**src/rtl/swc_pkg.sv**
```systemverilog
package swc_pkg;
  typedef enum logic [1:0] {
    ST_AWAKE = 2'd0,
    ST_WFI   = 2'd1,
    ST_WFE   = 2'd2
  } swc_state_e;
endpackage

```
**src/rtl/swc_pend_edge.sv**
```systemverilog
module swc_pend_edge #(
  parameter int unsigned NUM_IRQ = 32
) (
  input  logic               clk_i,
  input  logic               rst_ni,
  input  logic [NUM_IRQ-1:0] irq_pend_i,
  input  logic [NUM_IRQ-1:0] irq_en_i,
  input  logic               sev_on_pend_i,
  output logic               irq_evt_o,
  output logic               irq_wake_o
);
  logic [NUM_IRQ-1:0] pend_q;
  logic [NUM_IRQ-1:0] rise;

  for (genvar g = 0; g < NUM_IRQ; g++) begin : g_edge
    always_ff @(posedge clk_i or negedge rst_ni) begin
      if (!rst_ni) pend_q[g] <= 1'b0;
      else         pend_q[g] <= irq_pend_i[g];
    end
    assign rise[g] = irq_pend_i[g] & ~pend_q[g];
  end

  assign irq_evt_o  = sev_on_pend_i & (|rise);
  assign irq_wake_o = |(irq_pend_i & irq_en_i);

  assert_no_pend_evt_R7: assert property (@(posedge clk_i) disable iff (!rst_ni)
    !sev_on_pend_i |-> !irq_evt_o);
endmodule

```
**src/rtl/swc_event_latch.sv**
```systemverilog
module swc_event_latch (
  input  logic clk_i,
  input  logic rst_ni,
  input  logic evt_i,
  input  logic consume_i,
  output logic latch_o
);
  logic latch_q;

  always_ff @(posedge clk_i or negedge rst_ni) begin
    if (!rst_ni)        latch_q <= 1'b0;
    else if (consume_i) latch_q <= 1'b0;
    else if (evt_i)     latch_q <= 1'b1;
  end

  assign latch_o = latch_q;

  assert_evt_sets_latch_R6: assert property (@(posedge clk_i) disable iff (!rst_ni)
    (evt_i && !consume_i) |=> latch_o);
endmodule

```
**src/rtl/swc_sleep_fsm.sv**
```systemverilog
module swc_sleep_fsm
  import swc_pkg::*;
(
  input  logic clk_i,
  input  logic rst_ni,
  input  logic wfi_req_i,
  input  logic wfe_req_i,
  input  logic exc_ret_i,
  input  logic cfg_sleep_on_exit_i,
  input  logic cfg_deep_i,
  input  logic evt_i,
  input  logic irq_wake_i,
  input  logic latch_i,
  output logic consume_o,
  output logic sleep_o,
  output logic deep_sleep_o,
  output logic wake_o
);
  swc_state_e state_q, state_d;
  logic       deep_q, deep_d;
  logic       wake_q, wake_d;

  always_comb begin
    state_d   = state_q;
    deep_d    = deep_q;
    wake_d    = 1'b0;
    consume_o = 1'b0;
    unique case (state_q)
      ST_AWAKE: begin
        if (wfi_req_i) begin
          if (!irq_wake_i) begin
            state_d = ST_WFI;
            deep_d  = cfg_deep_i;
          end
        end else if (wfe_req_i) begin
          consume_o = 1'b1;
          if (!(latch_i || evt_i || irq_wake_i)) begin
            state_d = ST_WFE;
            deep_d  = cfg_deep_i;
          end
        end else if (exc_ret_i && cfg_sleep_on_exit_i && !irq_wake_i) begin
          state_d = ST_WFI;
          deep_d  = cfg_deep_i;
        end
      end
      ST_WFI: begin
        if (irq_wake_i) begin
          state_d = ST_AWAKE;
          deep_d  = 1'b0;
          wake_d  = 1'b1;
        end
      end
      ST_WFE: begin
        if (irq_wake_i || evt_i) begin
          state_d   = ST_AWAKE;
          deep_d    = 1'b0;
          wake_d    = 1'b1;
          consume_o = 1'b1;
        end
      end
      default: begin
        state_d = ST_AWAKE;
        deep_d  = 1'b0;
      end
    endcase
  end

  always_ff @(posedge clk_i or negedge rst_ni) begin
    if (!rst_ni) begin
      state_q <= ST_AWAKE;
      deep_q  <= 1'b0;
      wake_q  <= 1'b0;
    end else begin
      state_q <= state_d;
      deep_q  <= deep_d;
      wake_q  <= wake_d;
    end
  end

  assign sleep_o      = (state_q != ST_AWAKE);
  assign deep_sleep_o = deep_q;
  assign wake_o       = wake_q;

  assert_wfi_sleeps_R2: assert property (@(posedge clk_i) disable iff (!rst_ni)
    (state_q == ST_AWAKE && wfi_req_i && !irq_wake_i) |=> sleep_o);
  assert_wake_drops_sleep_R3: assert property (@(posedge clk_i) disable iff (!rst_ni)
    wake_o |-> (!sleep_o && $past(sleep_o)));
  assert_wake_single_R3: assert property (@(posedge clk_i) disable iff (!rst_ni)
    wake_o |=> !wake_o);
  assert_wfe_consumes_R4: assert property (@(posedge clk_i) disable iff (!rst_ni)
    (state_q == ST_AWAKE && !wfi_req_i && wfe_req_i && latch_i) |=> (!sleep_o && !latch_i));
  assert_deep_in_sleep_R10: assert property (@(posedge clk_i) disable iff (!rst_ni)
    deep_sleep_o |-> sleep_o);
  assert_stay_asleep_R11: assert property (@(posedge clk_i) disable iff (!rst_ni)
    (sleep_o && !irq_wake_i && !evt_i) |=> (sleep_o && !wake_o));
endmodule

```
**src/rtl/swc_top.sv**
```systemverilog
module swc_top #(
  parameter int unsigned NUM_IRQ = 32
) (
  input  logic               clk_i,
  input  logic               rst_ni,
  input  logic               wfi_req_i,
  input  logic               wfe_req_i,
  input  logic               exc_ret_i,
  input  logic               sev_i,
  input  logic               ext_evt_i,
  input  logic [NUM_IRQ-1:0] irq_pend_i,
  input  logic [NUM_IRQ-1:0] irq_en_i,
  input  logic               cfg_sleep_on_exit_i,
  input  logic               cfg_deep_i,
  input  logic               cfg_sev_on_pend_i,
  output logic               sleep_o,
  output logic               deep_sleep_o,
  output logic               wake_o,
  output logic               event_latch_o
);
  logic irq_evt, irq_wake, evt, consume;

  swc_pend_edge #(.NUM_IRQ(NUM_IRQ)) u_edge (
    .clk_i        (clk_i),
    .rst_ni       (rst_ni),
    .irq_pend_i   (irq_pend_i),
    .irq_en_i     (irq_en_i),
    .sev_on_pend_i(cfg_sev_on_pend_i),
    .irq_evt_o    (irq_evt),
    .irq_wake_o   (irq_wake)
  );

  assign evt = sev_i | ext_evt_i | irq_evt;

  swc_event_latch u_latch (
    .clk_i    (clk_i),
    .rst_ni   (rst_ni),
    .evt_i    (evt),
    .consume_i(consume),
    .latch_o  (event_latch_o)
  );

  swc_sleep_fsm u_fsm (
    .clk_i              (clk_i),
    .rst_ni             (rst_ni),
    .wfi_req_i          (wfi_req_i),
    .wfe_req_i          (wfe_req_i),
    .exc_ret_i          (exc_ret_i),
    .cfg_sleep_on_exit_i(cfg_sleep_on_exit_i),
    .cfg_deep_i         (cfg_deep_i),
    .evt_i              (evt),
    .irq_wake_i         (irq_wake),
    .latch_i            (event_latch_o),
    .consume_o          (consume),
    .sleep_o            (sleep_o),
    .deep_sleep_o       (deep_sleep_o),
    .wake_o             (wake_o)
  );

  assert_exit_ignored_R9: assert property (@(posedge clk_i) disable iff (!rst_ni)
    (!sleep_o && exc_ret_i && !cfg_sleep_on_exit_i && !wfi_req_i && !wfe_req_i) |=> !sleep_o);
endmodule

```
**config.mk**
```make
export PLATFORM = sky130hd
export DESIGN_NAME = swc_top
export DESIGN_NICKNAME = d
export VERILOG_FILES = /design/src/rtl/swc_pkg.sv /design/src/rtl/swc_pend_edge.sv /design/src/rtl/swc_event_latch.sv /design/src/rtl/swc_sleep_fsm.sv /design/src/rtl/swc_top.sv
export SDC_FILE = /design/constraint.sdc
export NUM_CORES = 1
export LEC_CHECK = 0
export BUFFER_PORTS_ARGS = -buffer_cell sky130_fd_sc_hd__buf_2
export CORE_AREA = 2 2 87 89
export DETAILED_ROUTE_END_ITERATION = 6
export DIE_AREA = 0 0 89 91
export SLEW_MARGIN = 5
export SYNTH_ARGS = -nofsm -noshare
export SYNTH_HDL_FRONTEND = slang
export SYNTH_SLANG_ARGS = --single-unit
export TNS_END_PERCENT = 10
```
**constraint.sdc**
```tcl
create_clock -name clk_i -period 2.5 [get_ports clk_i]
set_input_delay 0.375 -clock clk_i [delete_from_list [all_inputs] [get_ports clk_i]]
set_output_delay 0.375 -clock clk_i [all_outputs]
set_load 0.02 [all_outputs]
```
==> metrics.txt <==
outcome=complete, no violations; core outline area=7140 µm²; cell types occupying the most area after synthesis=sky130_fd_sc_hd__dfrtp_1, sky130_fd_sc_hd__inv_1, sky130_fd_sc_hd__a22oi_1, sky130_fd_sc_hd__o22ai_1, sky130_fd_sc_hd__or4_4; GRT Resource Usage Total=11.3%; cell area power density=628 nW/µm²; average routed wire per standard cell=13.8 µm; number of inserted filler cells in the final layout=773; maximum buffer depth of the clock tree=2; highest net fanout along the worst path=4; clock root buffer master=sky130_fd_sc_hd__clkbuf_8; Worst EP arrival=2.38 ns; setup-violating endpoint count in the final report=0; cell family with the largest share of critical-path delay=simple AND/OR/NAND/NOR gates; startpoint types=flip-flop; routed via count=1360; area taken by flip-flops and latches=926 µm²; clock latency reported for the late side of the worst-skew pair=0.28 ns; Final ANT Viol Nets=0; share of layout cells above drive strength 1=39.5%; minimum clock period after layout=2.17 ns; post-CTS setup buffers=0; TritonCTS clock tree=built; vertical die dimension=91 µm; first-pass GRT wire length=6800 µm; unrepaired setup endpoints after global routing=false; # port buffers=77; number of hold-slack violations in the final timing report=0; switching power summed over all nets=389 µW; cell at the slowest stage of the critical path=sky130_fd_sc_hd__or4_4; cells after synthesis=143; most frequent cell after synthesis=sky130_fd_sc_hd__inv_1; type of element capturing the critical path=flip-flop; Die W=89 µm; average cell area after synthesis=11.2 µm²; I/O pin total=78; cell-internal power=985 µW; synthesized area=1600 µm²; Avg Vias per Cell=4.16; number of antenna violations at the first check in global routing=0; antenna diode count=0; TritonCTS Sinks=37; via count of the first global-routing pass=1394; area leader, netlist=sky130_fd_sc_hd__dfrtp_1; setup TNS=0 ns; Seq pwr share=48.8%; total area of multi-input combinational cells=529 µm²; grt ovf=0; placer's final routability congestion estimate=0.792; count of buffering cells on the critical path with inverters included=0; final WL=4530 µm; sequential cell area fraction in the yosys report=57.9%; Clock H-tree levels=2; row count=31; Pre-Repair DR Iteration Count=4; HP Class=input port to async pin; standby leakage power=0.00115 µW; remaining design rule violation count=0; half-perimeter wire length after detailed placement=3750 µm; combinational group share of total power=22.6%; commonest cells in the synthesized netlist=sky130_fd_sc_hd__inv_1, sky130_fd_sc_hd__dfrtp_1, sky130_fd_sc_hd__a22oi_1, sky130_fd_sc_hd__o22ai_1; number of warning messages in the yosys log=0; Top FF cell, synth=sky130_fd_sc_hd__dfrtp_1; Post-CTS Resized=0; Post-synth EDFFs=0; count of different cell masters after synthesis=27; hold-fix buffer count after cts=0; worst clock skew=0.00342 ns; Final Slew Violations=0; clock buffers created by TritonCTS=5; max-cap viol count=0; nets in the synthesized netlist=220; clock transition at the registers of the reported paths=0.07 ns; starting density of the core=22.4%; number of nets in the final layout=304; worst slew pin tran=0.841 ns; Core Util, Final=30.6%; worst supply voltage drop on vdd=0.207 mV; pin count of the biggest net entering global routing=38; Largest stage delay, worst path=0.55 ns; Worst Hold Margin=0.197 ns; switching power as a share of total power=28.3%; asr flop ratio synth=100%; area fraction of the dominant cell type after synthesis=57.9%; reg2reg setup slack=0.33 ns; CP cell instances=o22ai_1 > or4_4 > o41ai_4 > nor4b_4 > a211o_2 > mux2i_1; Die Outline Area=8100 µm²; clock share of power=28.5%; flip-flop and latch count after synthesis=37; Layout Area Growth over Synthesis=36.9%; kind of critical path=flip-flop to flip-flop; highest achievable clock rate=460 MHz; post-route fraction of the period consumed by the critical path=86.9%; first-iteration detailed-routing DRC count=41; worst slew margin relative to its limit=43.9%; Required @ worst endpoint=2.71 ns
==> metal layers <==
metal  wire, µm  GRT usage, %  vias to the layer above
met5          0             0                        -
met4         42          3.36                        0
met3        408          4.36                        5
met2       2110          17.9                       58
met1       1960          14.3                      629
li1           -             -                      668
==> flip-flops by register name (all words and copies together), names as in the netlist <==
name / flops
u_fsm.state_q: 2
u_latch.latch_o: 1
u_fsm.wake_o: 1
u_edge.pend_q: 32
u_fsm.deep_sleep_o: 1
==> worst reg2reg max path, cell delays in order, from the launching register on <==
cell and delay, ns:
sky130_fd_sc_hd__dfrtp_1 0.34, sky130_fd_sc_hd__o22ai_1 0.07, sky130_fd_sc_hd__or4_4 0.55, sky130_fd_sc_hd__o41ai_4 0.44
sky130_fd_sc_hd__nor4b_4 0.33, sky130_fd_sc_hd__a211o_2 0.20, sky130_fd_sc_hd__mux2i_1 0.16
==> final timing paths <==
kind | start | end | cells after the start
min in group clk_i | irq_pend_i[31] | u_edge.pend_q[31] | 1
hold reg to reg | u_fsm.deep_sleep_o | u_fsm.deep_sleep_o | 2
setup reg to reg | u_edge.pend_q[8] | u_fsm.deep_sleep_o | 6
max in group asynchronous | rst_ni | u_edge.pend_q[20] | 1
hold / removal | rst_ni | u_edge.pend_q[6] | 1
setup / recovery | u_edge.pend_q[8] | u_fsm.deep_sleep_o | 6
==> per-stage QoR <==
| step | cells | setup WS, ns | area, µm² | total power (µW) |
|---|---|---|---|---|
| 2_1_floorplan | 143 | 0.399 | 1600 | 848 |
| 3_3_place_gp | 319 | 0.110 | 2110 | 995 |
| 3_5_place_dp | 319 | 0.0885 | 2110 | 997 |
| 4_1_cts | 327 | 0.316 | 2190 | 1400 |
| 5_1_grt | 327 | 0.186 | 2190 | 1460 |
| 6_report | 327 | 0.327 | 2190 | 1370 |
==> cells by family (layout without fill, tap and decap cells) <==
logic type	Yosys count	count (layout)	synth area share (%)
multiplexers	1	1	0.626
adder cells (fa/ha/maj)	3	3	2.35
buffers and inverters	38	123	8.93
flip-flops	37	37	57.9
AO/OA/AOI/OAI	43	43	20.4
AND/OR/NAND/NOR	21	21	9.79
==> cells in the final DEF, fill, tap and decap left out, drive strengths merged <==
master / Yosys / final
buf: 0 / 77
inv: 38 / 38
dfrtp: 37 / 37
o22ai: 17 / 17
a22oi: 16 / 16
clkbuf: 0 / 8
or4: 5 / 5
nand4: 4 / 4
nand2: 4 / 4
ha: 3 / 3
nand2b: 2 / 2
a21oi: 2 / 2
o41ai: 2 / 2
nor4b: 1 / 1
a21boi: 1 / 1
o21ai: 1 / 1
nor2: 1 / 1
nor3: 1 / 1
nor2b: 1 / 1
or3: 1 / 1
a211o: 1 / 1
a211oi: 1 / 1
a21o: 1 / 1
and3: 1 / 1
a22o: 1 / 1
mux2i: 1 / 1
==> power groups by stage <==
stage               clock network, µW  registers (µW)  logic (µW)
CTS                               408             672         318
detailed placement                  0             682         315
global placement                    0             683         313
floorplan                           0             699         148
global route                      434             676         355
finish                            392             671         311
==> final cells by class <==
type,instances,area share (%)
Timing Repair Buffer,77,17.6
Inverter,38,6.52
Tap cell,99,5.66
Clock buffer,8,3.66
Multi-Input combinational cell,68,24.2
Sequential cell,37,42.3
(Power assumes the default switching activity.)
